[config.mk]
export PLATFORM = sky130hd
export DESIGN_NAME = muart_regs
export DESIGN_NICKNAME = d
export VERILOG_FILES = /design/src/rtl/muart_pkg.sv /design/src/rtl/muart_rxq.sv /design/src/rtl/muart_irq.sv /design/src/rtl/muart_rdmux.sv /design/src/rtl/muart_regs.sv
export SDC_FILE = /design/constraint.sdc
export NUM_CORES = 1
export LEC_CHECK = 0
export BUFFER_PORTS_ARGS = -buffer_cell sky130_fd_sc_hd__buf_2
export CAP_MARGIN = 30
export CORE_MARGIN = 5
export CORE_UTILIZATION = 30
export CTS_CLUSTER_DIAMETER = 120
export DETAILED_ROUTE_END_ITERATION = 10
export GPL_TIMING_DRIVEN = 1
export PLACE_DENSITY_LB_ADDON = 0.1
export SKIP_CTS_REPAIR_TIMING = 1
export SYNTH_ARGS = -nofsm -noshare
export SYNTH_HDL_FRONTEND = slang
export SYNTH_HIERARCHICAL = 1
export SYNTH_SLANG_ARGS = --single-unit
[constraint.sdc]
create_clock -name clk -period 5.4 [get_ports clk]
set_clock_uncertainty 0.1 [all_clocks]
set_input_delay 0.27 -clock clk [delete_from_list [all_inputs] [get_ports clk]]
set_output_delay 0.27 -clock clk [all_outputs]
set_load 0.01 [all_outputs]
[src/rtl/muart_pkg.sv]
package muart_pkg;

    localparam int REG_AW = 8;

    // register byte offsets
    localparam logic [REG_AW-1:0] OFF_IRQSUM = 8'h00;
    localparam logic [REG_AW-1:0] OFF_ENABLE = 8'h04;
    localparam logic [REG_AW-1:0] OFF_DATA   = 8'h40;
    localparam logic [REG_AW-1:0] OFF_IEN    = 8'h44;
    localparam logic [REG_AW-1:0] OFF_IID    = 8'h48;
    localparam logic [REG_AW-1:0] OFF_LSTAT  = 8'h54;
    localparam logic [REG_AW-1:0] OFF_CTRL   = 8'h60;
    localparam logic [REG_AW-1:0] OFF_XSTAT  = 8'h64;

    typedef struct packed {
        logic rx;
        logic tx;
    } irq_vec_t;

    typedef enum logic [2:0] {
        ACC_NONE,
        ACC_TX,
        ACC_POP,
        ACC_IEN_WR,
        ACC_FLUSH
    } acc_e;

    function automatic acc_e decode_access(logic sel, logic wr,
                                           logic [REG_AW-1:0] a, logic flush_bit);
        if (!sel) return ACC_NONE;
        if (!wr)  return (a == OFF_DATA) ? ACC_POP : ACC_NONE;
        case (a)
            OFF_DATA: return ACC_TX;
            OFF_IEN:  return ACC_IEN_WR;
            OFF_IID:  return flush_bit ? ACC_FLUSH : ACC_NONE;
            default:  return ACC_NONE;
        endcase
    endfunction

endpackage

[src/rtl/muart_rxq.sv]
module muart_rxq #(
    parameter int DEPTH = 8,
    parameter int PTR_W = 3,
    parameter int CNT_W = 4
) (
    input  logic             clk,
    input  logic             rst,
    input  logic             push,
    input  logic [7:0]       push_data,
    input  logic             pop,
    input  logic             flush,
    output logic [7:0]       head,
    output logic [CNT_W-1:0] lvl
);
    localparam int SUM_W = CNT_W + 1;
    localparam logic [SUM_W-1:0] DEPTH_S = SUM_W'(DEPTH);
    localparam logic [PTR_W-1:0] LAST_P  = PTR_W'(DEPTH - 1);

    logic [7:0]       mem [DEPTH];
    logic [PTR_W-1:0] rd_ptr;
    logic [PTR_W-1:0] wslot;
    logic [SUM_W-1:0] sum;
    logic [SUM_W-1:0] sum_wrap;

    always_comb begin
        sum      = SUM_W'(rd_ptr) + SUM_W'(lvl);
        sum_wrap = (sum >= DEPTH_S) ? (sum - DEPTH_S) : sum;
        wslot    = flush ? rd_ptr : sum_wrap[PTR_W-1:0];
    end

    assign head = mem[rd_ptr];

    always_ff @(posedge clk) begin
        if (rst) begin
            rd_ptr <= '0;
            lvl    <= '0;
        end else begin
            if (pop)
                rd_ptr <= (rd_ptr == LAST_P) ? '0 : rd_ptr + 1'b1;
            if (flush)
                lvl <= push ? CNT_W'(1) : '0;
            else if (push && !pop)
                lvl <= lvl + 1'b1;
            else if (pop && !push)
                lvl <= lvl - 1'b1;
        end
    end

    for (genvar i = 0; i < DEPTH; i++) begin : g_slot
        always_ff @(posedge clk) begin
            if (rst)
                mem[i] <= '0;
            else if (push && wslot == PTR_W'(i))
                mem[i] <= push_data;
        end
    end
endmodule

[src/rtl/muart_irq.sv]
module muart_irq
    import muart_pkg::*;
(
    input  logic [1:0] ier,
    input  logic       nonempty,
    output irq_vec_t   pend,
    output logic       irq
);
    always_comb begin
        pend.tx = ier[0];
        pend.rx = ier[1] && nonempty;
        irq     = pend.tx || pend.rx;
    end
endmodule

[src/rtl/muart_rdmux.sv]
module muart_rdmux
    import muart_pkg::*;
#(
    parameter int CNT_W = 4
) (
    input  logic [REG_AW-1:0] addr,
    input  logic              irq,
    input  logic [1:0]        ier,
    input  logic [CNT_W-1:0]  lvl,
    input  logic [7:0]        head,
    output logic [31:0]       rdata
);
    logic        nonempty;
    logic [31:0] ne_w;

    assign nonempty = (lvl != '0);
    assign ne_w     = {31'b0, nonempty};

    always_comb begin
        case (addr)
            OFF_IRQSUM: rdata = {31'b0, irq};
            OFF_ENABLE: rdata = 32'h1;
            OFF_DATA:   rdata = {24'b0, head};
            OFF_IEN:    rdata = 32'hC0 | {30'b0, ier};
            OFF_IID:    rdata = 32'hC0 | (nonempty ? 32'h4 : 32'h2) | {31'b0, !irq};
            OFF_LSTAT:  rdata = 32'h60 | ne_w;
            OFF_CTRL:   rdata = 32'h3;
            OFF_XSTAT:  rdata = 32'h30E | ne_w | (32'(lvl) << 16);
            default:    rdata = '0;
        endcase
    end
endmodule

[src/rtl/muart_regs.sv]
module muart_regs
    import muart_pkg::*;
#(
    parameter int DEPTH = 8
) (
    input  logic              clk,
    input  logic              rst,
    input  logic              bus_sel,
    input  logic              bus_wr,
    input  logic [REG_AW-1:0] bus_addr,
    input  logic [31:0]       bus_wdata,
    output logic [31:0]       bus_rdata,
    input  logic              rx_valid,
    input  logic [7:0]        rx_data,
    output logic              rx_ready,
    output logic              tx_valid,
    output logic [7:0]        tx_data,
    output logic              irq
);
    localparam int PTR_W = (DEPTH > 1) ? $clog2(DEPTH) : 1;
    localparam int CNT_W = $clog2(DEPTH + 1);

    acc_e             acc;
    logic [CNT_W-1:0] fifo_lvl;
    logic [7:0]       fifo_head;
    logic [1:0]       ier_q;
    logic             nonempty, push, pop, flush;
    irq_vec_t         pend;

    assign acc      = decode_access(bus_sel, bus_wr, bus_addr, bus_wdata[1]);
    assign nonempty = (fifo_lvl != '0);
    assign rx_ready = (fifo_lvl < CNT_W'(DEPTH));
    assign push     = rx_valid && rx_ready;
    assign pop      = (acc == ACC_POP) && nonempty;
    assign flush    = (acc == ACC_FLUSH);

    always_ff @(posedge clk) begin
        if (rst) begin
            ier_q    <= '0;
            tx_valid <= 1'b0;
            tx_data  <= '0;
        end else begin
            tx_valid <= (acc == ACC_TX);
            if (acc == ACC_TX)     tx_data <= bus_wdata[7:0];
            if (acc == ACC_IEN_WR) ier_q   <= bus_wdata[1:0];
        end
    end

    muart_rxq #(.DEPTH(DEPTH), .PTR_W(PTR_W), .CNT_W(CNT_W)) u_rxq (
        .clk(clk), .rst(rst), .push(push), .push_data(rx_data),
        .pop(pop), .flush(flush), .head(fifo_head), .lvl(fifo_lvl)
    );

    muart_irq u_irq (
        .ier(ier_q), .nonempty(nonempty), .pend(pend), .irq(irq)
    );

    muart_rdmux #(.CNT_W(CNT_W)) u_rdmux (
        .addr(bus_addr), .irq(irq), .ier(ier_q), .lvl(fifo_lvl),
        .head(fifo_head), .rdata(bus_rdata)
    );
endmodule

==> results.yml <==
timing:
  report.final.slew_viol_count: 0
  grt_setup_unrepaired: "no"
  tightest_slew_ns: 0.849
  maxSlewHeadroom: 0.433
  fmax_mhz: 318
  fin_crit_sh: 0.583
  setup_viol: 0
  setup_slack_ns: 2.25
  finalSetupTns_ns: 0
  finalCriticalPeriod_ns: 3.15
  hold_viol_final: 0
global_route:
  grt_max_degree: 36
  grt-ovfl-total: 0
  grt_antenna_before_repair: 0
  grt_first_pass_wirelength_um: 17800
  track_usage: 0.132
  grt_pass1_vias: 3098
detailed_routing:
  dr.pass1.iters: 4
  drcViolationCount: 0
  post_drt_wl_per_cell_um: 18.0
  ant_nets: 0
  viasPerCell: 4.86
  routed_wl_um: 11300
  route.vias.total: 3063
  drtIter0Drc: 163
clock_network:
  cts_buffers: 9
  clkTransAtPathRegs_ns: 0.06
  htree_levels: 3
  cts_tree: "built"
  cts_buffer_depth: 2
  cts-root-buf: "clkbuf_16"
  clock_sinks: 85
  clkLatencyLatePin_ns: 0.34
die:
  core_um2: 15100
  fp-row-count: 45
  die_area_um2: 17900
  die_w_um: 134
  die_h_um: 134
  start_util: 0.304
  io_pins: 96
flow_run:
  max-cap-violations: 0
finish:
  stdcell_area_um2: 5280
  n_antenna_cell: 0
  syn2layout_area_growth_pct: 15.3
  final_common_cell: "nor2_1"
  stdcell_count: 630
  n_fill_cell: 1528
  fin_nets: 498
  drive_gt1_frac: 0.240
  final_cell_mix: "nor2_1, edfxtp_1, buf_2"
  utilization: 0.350
setup_path:
  startpoint_type: "flop"
  r2r_cells: 9
  critPathSlowestCell: "o21bai_1"
  crit_cells: 9
  critPathArrivalTime_ns: 3.10
  path_class: "reg2reg"
  crit_family: "compound AO/OA/AOI/OAI gates"
  cpPeakStageDelay_ns: 0.55
  path_buf_inv: 3
  path_cells: "ha_1, inv_1, fa_1, xor2_1, a22oi_1, a2bb2oi_2, buf_4, o21bai_1, buf_4"
  worstSetupEndpointType: "flop"
  critPathMostFrequentCell: "buf_4"
  worstPathRequired_ns: 5.35
  cp_max_fo: 18
place:
  portBuffers: 53
  place_area_um2: 5000
  pre_cts_ws_ns: 2.18
  place_inst: 615
  post-dp-hpwl_um: 7980
  gp_congestion: 0.757
worst_hold_path:
  worstHoldPathType: "in2reg"
  hold_depth: 3
yosys:
  avgSynthCellArea_um2: 12.1
  syn_area_um2: 4580
  synth-warning-count: 6
  syn_inst: 379
power:
  power.leakage_nw: 2.05
  ir_drop_mv: 0.127
  p_per_area_nw_per_um2: 308
run_status:
  status: "complete, no violations"
## per-layer routing
layer,up-vias,global-route usage,part of all wire
met5,-,0,0
met4,0,0.0491,0.016
met3,14,0.0325,0.067
met2,93,0.218,0.48
met1,1486,0.169,0.44
li1,1470,-,-
## worst register-to-register path, cell delays in order (launching register included)
cell,delay (ns)
dfxtp_1,0.49
ha_1,0.20
inv_1,0.05
fa_1,0.37
xor2_1,0.27
a22oi_1,0.18
a2bb2oi_2,0.16
buf_4,0.22
o21bai_1,0.56
buf_4,0.27
## final cells by class
type                            instances  area, um^2  area share
Clock buffer                           10         229      0.0433
Clock inverter                          5        58.8      0.0111
Inverter                                9        33.8     0.00639
Multi-Input combinational cell        264        2000       0.378
Sequential cell                        85        2340       0.443
Tap cell                              188         235      0.0445
Timing Repair Buffer                   69         385      0.0729
## final timing paths
| check | end | start | slack (ns) |
|---|---|---|---|
| max | u_rxq/mem[1][6] | u_rxq/lvl[0] | 2.25 |
| min | tx_data[5] | bus_wdata[5] | 0.09 |
| max reg2reg | u_rxq/mem[1][6] | u_rxq/lvl[0] | 2.25 |
| min reg2reg | tx_data[2] | tx_data[2] | 0.37 |
## metrics by stage
| stage | total power, mW | hold slack, ns |
|---|---|---|
| 6_report | 1.63 | 0.0910 |
| 5_1_grt | 1.70 | 0.0885 |
| 4_1_cts | 1.65 | 0.0768 |
| 3_5_place_dp | 1.03 | 0.367 |
| 3_3_place_gp | 1.03 | 0.356 |
| 2_1_floorplan | 0.948 | 0.249 |
## power by group
group | leakage, nW | switching [mW] | internal [mW]
registers | 0.835 | 0.0185 | 0.746
clock network | 0.137 | 0.252 | 0.358
logic | 1.08 | 0.161 | 0.0902
## sequential cells by signal, indices dropped and copies added (netlist names), named ones only
name / cells
u_rxq/mem: 64
tx_data: 8
u_rxq/lvl: 4
u_rxq/rd_ptr: 3
ier_q: 2
tx_valid: 1
(Power assumes the default switching activity.)
